===== config.mk =====
export PLATFORM = sky130hd
export DESIGN_NAME = tr_datapath
export DESIGN_NICKNAME = d
export VERILOG_FILES = /design/src/rtl/tr_pkg.sv /design/src/rtl/tr_logic_unit.sv /design/src/rtl/tr_datapath.sv
export SDC_FILE = /design/constraint.sdc
export NUM_CORES = 1
export LEC_CHECK = 0
export BUFFER_PORTS_ARGS = -buffer_cell sky130_fd_sc_hd__buf_2
export CELL_PAD_IN_SITES_DETAIL_PLACEMENT = 2
export CELL_PAD_IN_SITES_GLOBAL_PLACEMENT = 2
export CORE_ASPECT_RATIO = 1.5
export CORE_MARGIN = 2
export CORE_UTILIZATION = 38
export CTS_CLUSTER_SIZE = 16
export DETAILED_ROUTE_END_ITERATION = 10
export PLACE_DENSITY = 0.84
export SYNTH_ARGS = -nofsm -noshare
export SYNTH_HDL_FRONTEND = slang
export SYNTH_SLANG_ARGS = --single-unit
export TNS_END_PERCENT = 50

===== constraint.sdc =====
create_clock -name clk -period 8.59 [get_ports clk]
set_clock_uncertainty 0.1 [all_clocks]
set_input_delay 1.718 -clock clk [delete_from_list [all_inputs] [get_ports clk]]
set_output_delay 1.718 -clock clk [all_outputs]
set_load 0.1 [all_outputs]

===== src/rtl/tr_pkg.sv =====
package tr_pkg;

  // Unit function codes after normalisation
  localparam logic [1:0] FN_AND = 2'b00;
  localparam logic [1:0] FN_OR  = 2'b01;
  localparam logic [1:0] FN_XOR = 2'b10;

  // Extra unit slices so a shifted operand keeps all its bits
  localparam int SHIFT_SPAN = 2;

  typedef enum logic [2:0] {
    ST_IDLE  = 3'd0,
    ST_PASS0 = 3'd1,
    ST_PASS1 = 3'd2,
    ST_CMP   = 3'd3,
    ST_DONE  = 3'd4
  } state_e;

  // Strobes from control to datapath
  typedef struct packed {
    logic loadOps;     // capture operands, clear error
    logic encPass;     // drive unit with encoded operands
    logic storeFirst;  // keep first-pass result
    logic storeSecond; // keep decoded second-pass result
    logic evalCmp;     // compare and update error
  } strobe_t;

endpackage


===== src/rtl/tr_logic_unit.sv =====
module tr_logic_unit #(
  parameter int UW  = 10,
  parameter int SLW = 4
) (
  input  logic [UW-1:0]  inA,
  input  logic [UW-1:0]  inB,
  input  logic [1:0]     fn,
  input  logic           faultEn,
  input  logic [SLW-1:0] faultSlice,
  input  logic           faultVal,
  output logic [UW-1:0]  y
);
  import tr_pkg::*;

  // One slice per bit; the stuck-at override sits at the slice output
  for (genvar i = 0; i < UW; i++) begin : g_slice
    logic raw;
    always_comb begin
      case (fn)
        FN_OR:   raw = inA[i] | inB[i];
        FN_XOR:  raw = inA[i] ^ inB[i];
        default: raw = inA[i] & inB[i];
      endcase
      if (faultEn && (faultSlice == SLW'(i))) y[i] = faultVal;
      else                                    y[i] = raw;
    end
  end

endmodule


===== src/rtl/tr_datapath.sv =====
module tr_datapath #(
  parameter int WIDTH = 8,
  parameter int SLW   = 4
) (
  input  logic             clk,
  input  logic             rstN,
  input  tr_pkg::strobe_t  stb,
  input  logic [WIDTH-1:0] opA,
  input  logic [WIDTH-1:0] opB,
  input  logic [1:0]       opSel,
  input  logic [1:0]       encMode,
  input  logic             faultEn,
  input  logic [SLW-1:0]   faultSlice,
  input  logic             faultVal,
  output logic [WIDTH-1:0] result,
  output logic             error
);
  import tr_pkg::*;

  localparam int UW = WIDTH + SHIFT_SPAN;

  logic [WIDTH-1:0] aReg, bReg;
  logic [1:0]       fnReg, modeReg;
  logic [WIDTH-1:0] firstRes, secondRes;
  logic             errFlag;

  logic [UW-1:0]    unitA, unitB, unitY;
  logic [1:0]       unitFn;
  logic [WIDTH-1:0] decoded;

  // Normalise codes at capture: op 11 -> AND, mode 11 -> complement
  logic [1:0] opNorm, modeNorm;
  assign opNorm   = (opSel == 2'b11) ? FN_AND : opSel;
  assign modeNorm = (encMode == 2'b11) ? 2'b00 : encMode;

  always_ff @(posedge clk or negedge rstN) begin
    if (!rstN) begin
      aReg    <= '0;
      bReg    <= '0;
      fnReg   <= FN_AND;
      modeReg <= 2'b00;
    end else if (stb.loadOps) begin
      aReg    <= opA;
      bReg    <= opB;
      fnReg   <= opNorm;
      modeReg <= modeNorm;
    end
  end

  // Encoder: selects raw or encoded operands and the unit function
  always_comb begin
    unitA  = {{SHIFT_SPAN{1'b0}}, aReg};
    unitB  = {{SHIFT_SPAN{1'b0}}, bReg};
    unitFn = fnReg;
    if (stb.encPass) begin
      case (modeReg)
        2'b01: begin
          unitA = {1'b0, aReg, 1'b0};
          unitB = {1'b0, bReg, 1'b0};
        end
        2'b10: begin
          unitA = {aReg, 2'b00};
          unitB = {bReg, 2'b00};
        end
        default: begin
          unitA = {{SHIFT_SPAN{1'b1}}, ~aReg};
          unitB = {{SHIFT_SPAN{1'b1}}, ~bReg};
          case (fnReg)
            FN_AND:  unitFn = FN_OR;
            FN_OR:   unitFn = FN_AND;
            default: unitFn = FN_XOR;
          endcase
        end
      endcase
    end
  end

  tr_logic_unit #(.UW(UW), .SLW(SLW)) u_unit (
    .inA        (unitA),
    .inB        (unitB),
    .fn         (unitFn),
    .faultEn    (faultEn),
    .faultSlice (faultSlice),
    .faultVal   (faultVal),
    .y          (unitY)
  );

  // Decoder: inverse of the second-pass encoding
  always_comb begin
    case (modeReg)
      2'b01:   decoded = unitY[WIDTH:1];
      2'b10:   decoded = unitY[WIDTH+1:2];
      default: decoded = (fnReg == FN_XOR) ? unitY[WIDTH-1:0] : ~unitY[WIDTH-1:0];
    endcase
  end

  always_ff @(posedge clk or negedge rstN) begin
    if (!rstN) begin
      firstRes  <= '0;
      secondRes <= '0;
      errFlag   <= 1'b0;
    end else begin
      if (stb.storeFirst)  firstRes  <= unitY[WIDTH-1:0];
      if (stb.storeSecond) secondRes <= decoded;
      if (stb.loadOps)      errFlag <= 1'b0;
      else if (stb.evalCmp) errFlag <= (firstRes != secondRes);
    end
  end

  assign result = firstRes;
  assign error  = errFlag;

  // result only moves when the first pass is stored
  a_r3_result_hold: assert property (@(posedge clk) disable iff (!rstN)
    !stb.storeFirst |=> $stable(result));

  // error only moves on a new start or at compare
  a_r9_error_hold: assert property (@(posedge clk) disable iff (!rstN)
    !(stb.loadOps || stb.evalCmp) |=> $stable(error));

  // a sampled start clears error
  a_r9_start_clears: assert property (@(posedge clk) disable iff (!rstN)
    stb.loadOps |=> !error);

endmodule


# Word level (Yosys, flattened, before mapping)

Cells that the tools add are included.

Equal/unequal tests: 18
Muxes and demuxes: 33
Bitwise logic cells: 33
Reduce and logical (&&, ||, !) cells: 14

Operator list:

| operator                                      | count |
|---|---|
| case mux 10 bit (2 select lines)              | 2 |
| NOT 8 bit                                     | 3 |
| two-way mux 10 bit                            | 2 |
| case mux 1 bit (2 select lines)               | 10 |
| == test 4 x 3 -> 1 bit, second input constant | 4 |
| case mux 8 bit (2 select lines)               | 1 |
| two-way mux 1 bit                             | 12 |
| bitwise AND 1 bit                             | 10 |
| == test 2 bit, second input constant          | 5 |
| logical AND 1 bit                             | 10 |
| OR 1 bit                                      | 10 |
| XOR 1 bit                                     | 10 |
| == test 4 x 2 -> 1 bit, second input constant | 2 |
| == test 4 bit, second input constant          | 2 |
| two-way mux 2 bit                             | 4 |
| two-way mux 8 bit                             | 1 |
| inequality test 8 bit                         | 1 |
| == test 2 x 1 -> 1 bit, second input constant | 3 |
| == test 4 x 1 -> 1 bit, second input constant | 1 |
| zero test 4 bit                               | 1 |
| case mux 2 bit (2 select lines)               | 1 |
| zero test 2 bit                               | 1 |
| nonzero test 2 bit                            | 1 |
| OR reduction 2 bit                            | 1 |

Register bits after elaboration: 37

# Logic depth before layout (Yosys ltp)

Gate-level depths: netlist of run 1.

Depth after elaboration: 10
Depth in mapped cells: 14

# Cells and area by module

From an unflattened synthesis of run 1, not the netlist that was laid out.

Cells, all modules: 337
Area, all modules: 3057.9 µm²

Modules (own cells, without submodules):

| module        | times used | cells an instance | area each (µm²) | seq. area each (µm²) |
|---|---|---|---|---|
| tr_datapath   | 1          | 215               | 2232.1          | 925.9 |
| tr_logic_unit | 1          | 122               | 825.8           | 0.0 |

# Least setup slack after synthesis of run 1

Ideal clock, no wire load.

Path type: input-to-reg
From: input port stb[3] (netlist name)
To: register secondRes[2]
Data arrival time: 3551 ps
Required time: 8370 ps
Slack: 4819 ps
Cell stages on the path: 8
Buffers on the path: 1
Cells stage by stage: buf_1 > mux2_2 > ha_1 > nand2_1 > a31oi_1 > mux2_2 > a22o_1 > a31o_2

Word-level cells in the longest chain between the ends: 7
Elaborated cells between the ends (all ways): 23
Those cells by class: 2 x eq/ne; 11 x mux; 10 x bitwise

Ends and longest elaborated chain:

| item                                                           | RTL line            | text |
|---|---|---|
| start: declaration                                             | tr_datapath.sv:7    | `input tr_pkg::strobe_t stb,` |
| two-way mux 2 bit / two-way mux 10 bit (equally long branches) | tr_datapath.sv:55   | `if (stb.encPass) begin` |
| == test 2 bit, or another cell as far along                    | tr_logic_unit.sv:19 | `case (fn)` |
| case mux 1 bit (2 select lines)                                | tr_logic_unit.sv:19 |  |
| two-way mux 1 bit                                              | tr_logic_unit.sv:24 | `if (faultEn && (faultSlice == SLW'(i))) y[i] = faultVal;` |
| NOT 8 bit                                                      | tr_datapath.sv:93   | `default: decoded = (fnReg == FN_XOR) ? unitY[WIDTH-1:0] : ~unitY[WIDTH-1:0];` |
| two-way mux 8 bit                                              | tr_datapath.sv:93   |  |
| case mux 8 bit (2 select lines) (*)                            | tr_datapath.sv:90   | `case (modeReg)` |
| end signal: assignment                                         | tr_datapath.sv:104  | `if (stb.storeSecond) secondRes <= decoded;` |
| end: declaration                                               | tr_datapath.sv:24   | `logic [WIDTH-1:0] firstRes, secondRes;` |

Every way passes the cells marked *; elsewhere a longest branch is shown, timed or not.
A chain may end at the register's enable or synchronous reset.

# Worst setup path in the final report of run 1

From: input port stb[3] (netlist name)
To: register secondRes[1]

The elaborated chain is that of the path after synthesis.

==> results of run 1 <==
flip-flops by register name, summed over array words and instances, names as in the netlist:
name	flops
aReg	8
bReg	8
result	8
secondRes	8
fnReg	2
modeReg	2
error	1
Yosys cell counts, drive strengths merged, types with 2 or more instances:
| master | number |
|---|---|
| a221oi | 13 |
| a31o | 7 |
| o2bb2ai | 2 |
| xnor2 | 3 |
| nand2 | 16 |
| nor3b | 3 |
| and2 | 3 |
| o21a | 5 |
| xor2 | 8 |
| o32ai | 2 |
| mux2 | 30 |
| and3 | 2 |
| nand3b | 8 |
| o31ai | 3 |
| nor2 | 24 |
| a31oi | 7 |
| a21oi | 25 |
| o21ai | 10 |
| nand2b | 14 |
| inv | 30 |
| nor4 | 4 |
| a21o | 3 |
| dfrtp | 37 |
| a211oi | 2 |
| a221o | 2 |
| o211ai | 2 |
| clkbuf | 18 |
| o21bai | 2 |
| or3 | 2 |
| ha | 24 |
| nor3 | 10 |
| nor2b | 14 |
| buf | 4 |
| mux2i | 9 |
metal layers:
metal / share of wire / vias to the layer above / global-route usage / wire length [um]
li1: - / 1341 / - / -
met1: 0.39 / 1408 / 0.2526 / 3867
met2: 0.56 / 59 / 0.4695 / 5490
met3: 0.027 / 15 / 0.03271 / 263
met4: 0.026 / 0 / 0.09357 / 255
met5: 0 / - / 0 / 0
cell families (layout without fill, tap and decap cells):
| logic type | after synthesis | in the layout | synth area share |
|---|---|---|---|
| compound gates | 95 | 95 | 0.2091 |
| fa+ha+maj | 24 | 24 | 0.09486 |
| simple gates | 101 | 101 | 0.1700 |
| buf+inv | 53 | 81 | 0.06324 |
| mux | 39 | 39 | 0.1376 |
| xor+xnor | 11 | 11 | 0.03281 |
| flops | 37 | 37 | 0.2925 |
worst min-delay path by stage:
| stage | end | slack (ns) | cells after the start |
|---|---|---|---|
| floorplan | secondRes[1]$_DFFE_PN0P_ | 0.40 | 2 |
| global placement | error$_DFFE_PN0P_ | 0.43 | 2 |
| detailed placement | error$_DFFE_PN0P_ | 0.46 | 2 |
| CTS | error$_DFFE_PN0P_ | 0.47 | 2 |
| global route | result[0]$_DFFE_PN0P_ | 0.49 | 1 |
| finish | result[0]$_DFFE_PN0P_ | 0.46 | 1 |
area by class of cell:
class	instances	area [um^2]
Clock buffer	8	136.4
Fill cell	908	4496
Inverter	31	116.4
Multi-Input combinational cell	270	2039
Sequential cell	37	925.9
Tap cell	105	131.4
Timing Repair Buffer	42	212.7
metrics by stage:
stage               cells  cell area [um^2]
floorplan             360              3166
global placement      485              3426
detailed placement    485              3426
CTS                   493              3562
global route          493              3562
finish                493              3562
report_power, final:
group          total, mW  switching (mW)  leakage, nW  internal [mW]
combinational      0.371           0.244         1.07          0.127
clock              0.181          0.0729       0.0652          0.108
sequential         0.242          0.0353        0.440          0.207
total              0.794           0.353         1.57          0.442
critical path, stage by stage:
cell      delay [ns]
buf_2           0.40
nand2_1         0.20
nor3_1          0.18
a21oi_1         0.09
ha_1            0.49
clkinv_1        0.33
a31oi_1         0.39
mux2_2          0.26
a21oi_1         0.07
o31ai_1         0.23
==> metrics.cfg, run 1 <==
[setup_path]
cp-end-kind=flop
startpoint=stb[3]
r2r-start=modeReg[0]$_DFFE_PN0P_
endpoint=secondRes[1]$_DFFE_PN0P_
cp.arrival_ns=4.36
r2r_cells=12
worst_setup_path_start_kind=primary input
reg2reg_setup_slack_ns=5.05
critPathMaxFanout=23
required_ns=8.69
critPathKind=in2reg
regToRegEndpoint=secondRes[1]$_DFFE_PN0P_

[timing]
slew_violations=0
setup_violations=0
worstMarginPinSlew_ns=0.9360
rsz0062_at_grt=false
hold_viol=0
fin_crit_ns=4.267
worst_slack_ns=4.323
finalCritPeriodShare=0.4968
relSlewSlack=0.3760
whs_ns=0.4560
setup_tns_ns=0
fmax_mhz=234.3

[cells_and_area]
layout.nets=444
mostFrequentLayoutCells=buf_2, dfrtp_1, inv_1, mux2_2, a21oi_1
final_util=0.4421
mostFrequentLayoutCell=buf_2
post_route_cells_drive_above_1_share=0.2216
syn2layout_area_growth_pct=12.53
antenna_cells=0

[yosys]
synth.distinct_cells=49
yosysWarnings=0
seq_area_frac_synth=0.2925
yosys.area.top_type=dfrtp_1
synth_ff_type=dfrtp_1
syn-num-nets=417
synth.top_cell.area_share=0.2925
async_flop_share=1.000
syn_inst=360
ys_ff_latch=37
synth_edf_count=0
synthTopCellsByArea=dfrtp_1, mux2_2, ha_1
avgSynthCellArea_um2=8.793
syn-cell-area_um2=3166

[global_routing]
grt_use_total=0.2390
grt_pass1_wl_um=16640
grt_max_degree=47
first_global_vias=3189
antenna_found_initial=0
overflow=0

[place]
dp_hpwl_um=7326
post-place-ws_ns=4.073
gp_congestion=0.8207
port_buffers=41

[floorplan]
num_rows=40
die_h_um=115.8
die_area_um2=9091
io_pins=42
start_util=0.3929
coreArea_um2=8058
fp.dieW_um=78.52

[routing]
wirelength_um=9877
dr.pass1.iters=4
drc=0
routed-via-count=2823
vias_per_cell=5.726
drtIter0Drc=111
wl_per_cell_um=20.03
antenna_left=0

[run]
maxCapViolCount=0

[clock_tree]
cts.clk_slew.worst_paths_ns=0.06
cts_setup_buffers=0
cts_buffer_depth=2
cts_num_sinks=37
ctsHtreeMaxLevel=2
cts_tree=done
cts_resized=0
cts_hold_buf=0
root_buffer=clkbuf_16
cts_made_buffers=5
clk-insertion-delay-late_ns=0.29

[pwr]
max-vdd-ir-drop_v=0.0001397
power_uw=794.4
p_leak_nw=1.570
power_density_nw_per_um2=223.0

[worst_hold_path]
hold_start=result[0]$_DFFE_PN0P_
hold_path.class=reg2reg

[status]
outcome=finished clean

Note: power is estimated with default switching activity, not from simulation.
==> run 2: changes to the inputs <==
--- a/config.mk
+++ b/config.mk
@@ -10,10 +10,10 @@
 export CELL_PAD_IN_SITES_GLOBAL_PLACEMENT = 2
 export CORE_ASPECT_RATIO = 1.5
 export CORE_MARGIN = 2
-export CORE_UTILIZATION = 38
+export CORE_UTILIZATION = 36
 export CTS_CLUSTER_SIZE = 16
 export DETAILED_ROUTE_END_ITERATION = 10
-export PLACE_DENSITY = 0.84
+export PLACE_DENSITY = 0.8
 export SYNTH_ARGS = -nofsm -noshare
 export SYNTH_HDL_FRONTEND = slang
 export SYNTH_SLANG_ARGS = --single-unit
==> constraint.sdc (replaced) <==
create_clock -name clk -period 4 [get_ports clk]
set_clock_uncertainty 0.1 [all_clocks]
set_input_delay 0.8 -clock clk [delete_from_list [all_inputs] [get_ports clk]]
set_output_delay 0.8 -clock clk [all_outputs]
set_load 0.1 [all_outputs]
==> metrics.cfg, run 2 (synthesis gave the netlist of run 1 again) <==
[place]
dp_hpwl_um=7757
gp_congestion=0.7916
dp_cells=490
port_buffers=41
place_area_um2=3451

[setup_path]
critPathMaxFanout=22
cp.arrival_ns=3.41
cp_slowest_cell=ha_1
cpPeakStageDelay_ns=0.76
required_ns=4.08
critPathKind=reg2reg
worst_setup_path_start_kind=flop
path_cells=inv_1 -> ha_1 -> a221oi_1 -> a21oi_1 -> mux2_2 -> inv_1 -> ha_1 -> nand2b_1 -> a31o_2 -> o311a_1 -> a31o_2
cp-end-kind=flop

[routing]
drtIter0Drc=89
vias_per_cell=5.765
wirelength_um=9952
wl_per_cell_um=19.98
drc=0
antenna_left=0
routed-via-count=2871
dr.pass1.iters=4

[floorplan]
coreArea_um2=8464
die_h_um=118.8
die_area_um2=9575
num_rows=41
io_pins=42
start_util=0.3740
fp.dieW_um=80.57

[clock_tree]
cts_setup_buffers=0
root_buffer=clkbuf_16
cts_tree=done
cts_num_sinks=37
cts_buffer_depth=2
cts_hold_buf=0
cts_made_buffers=5
cts_resized=0
ctsHtreeMaxLevel=2
cts.clk_slew.worst_paths_ns=0.06
clk-insertion-delay-late_ns=0.29

[status]
outcome=finished clean

[pwr]
switching_share=0.4262
pwr-share-comb=0.445
p_int_mw=1.015
clockPowerShare=0.261
max-vdd-ir-drop_v=0.0002132
p_switching_uw=753.9
power_density_nw_per_um2=488.4
seq_power_share=0.294
p_leak_nw=1.600

[cells_and_area]
antenna_cells=0
stdcell_count=498
multiInputGateArea_um2=2039
syn2layout_area_growth_pct=14.43
post_route_cells_drive_above_1_share=0.2353
mostFrequentLayoutCell=buf_2
fillers=972
layout.nets=447
finalInstanceArea_um2=3622
mostFrequentLayoutCells=buf_2, dfrtp_1, inv_1, mux2_2, a21oi_1
seqCellArea_um2=925.9

[timing]
worstMarginPinSlew_ns=0.9212
setup_violations=0
setup_tns_ns=0
rsz0062_at_grt=false
hold_viol=0
fmax_mhz=299.7
slew_violations=0
relSlewSlack=0.3859
fin_crit_ns=3.336
finalCritPeriodShare=0.8341

[global_routing]
antenna_found_initial=0
grt_max_degree=38
first_global_vias=3277
grt_use_total=0.2236
overflow=0
grt_pass1_wl_um=16520

[worst_hold_path]
hold_path.class=reg2reg

[run]
maxCapViolCount=0

[run 2: power by group through the flow]
stage | sequential, mW | combinational, mW | clock [mW]
final | 0.520 | 0.788 | 0.461
after CTS | 0.522 | 0.797 | 0.474
after global routing | 0.534 | 0.867 | 0.484
after detailed placement | 0.529 | 0.787 | 0
after global placement | 0.523 | 0.758 | 0
after floorplan | 0.689 | 0.423 | 0
[run 2: through the flow]
step | power (mW) | hold slack [ns] | setup WS [ns] | utilization
after detailed placement | 1.316 | 0.4529 | 0.7024 | 0.4077
after CTS | 1.793 | 0.4691 | 0.6590 | 0.4279
final | 1.769 | 0.4593 | 0.6636 | 0.4279
after global routing | 1.885 | 0.4943 | 0.3372 | 0.4279
after global placement | 1.281 | 0.4292 | 0.8914 | 0.4077
after floorplan | 1.112 | 0.4042 | 0.9554 | -
[run 2: worst paths after layout]
path                                   startpoint                       end  slack (ns)  cells past startpoint
max in group asynchronous                    rstN       bReg[4]$_DFFE_PN0P_        2.74                      1
min in group asynchronous                    rstN     result[7]$_DFFE_PN0P_        0.53                      1
hold / removal              result[3]$_DFFE_PN0P_     result[3]$_DFFE_PN0P_        0.46                      1
setup / recovery           modeReg[0]$_DFFE_PN0P_  secondRes[5]$_DFFE_PN0P_        0.66                     11
setup reg to reg           modeReg[0]$_DFFE_PN0P_  secondRes[5]$_DFFE_PN0P_        0.66                     11
hold reg to reg             result[3]$_DFFE_PN0P_     result[3]$_DFFE_PN0P_        0.46                      1
[run 2: final cells by class]
| class | count | share of cell area |
|---|---|---|
| flip-flops and latches | 37 | 0.2556 |
| multi-input cells | 270 | 0.5630 |
| clock inverters | 3 | 0.01278 |
| repair buffers | 45 | 0.06494 |
| well taps | 107 | 0.03696 |
| clock buffers | 5 | 0.03454 |
| inverters | 31 | 0.03212 |
[run 2: critical path, delay by kind of cell, from the launching register on]
family	cells	cell delay, ns
simple gates	1	0.15
mux	1	0.20
flops	1	0.38
compound gates	5	1.30
buf+inv	2	0.13
fa+ha+maj	2	0.94
[run 2: routing by layer]
layer	part of all wire	routed length, um	global-route usage
met1	0.38	3791	0.2282
met2	0.55	5461	0.4339
met3	0.031	306	0.03182
met4	0.039	393	0.09428
met5	0	0	0
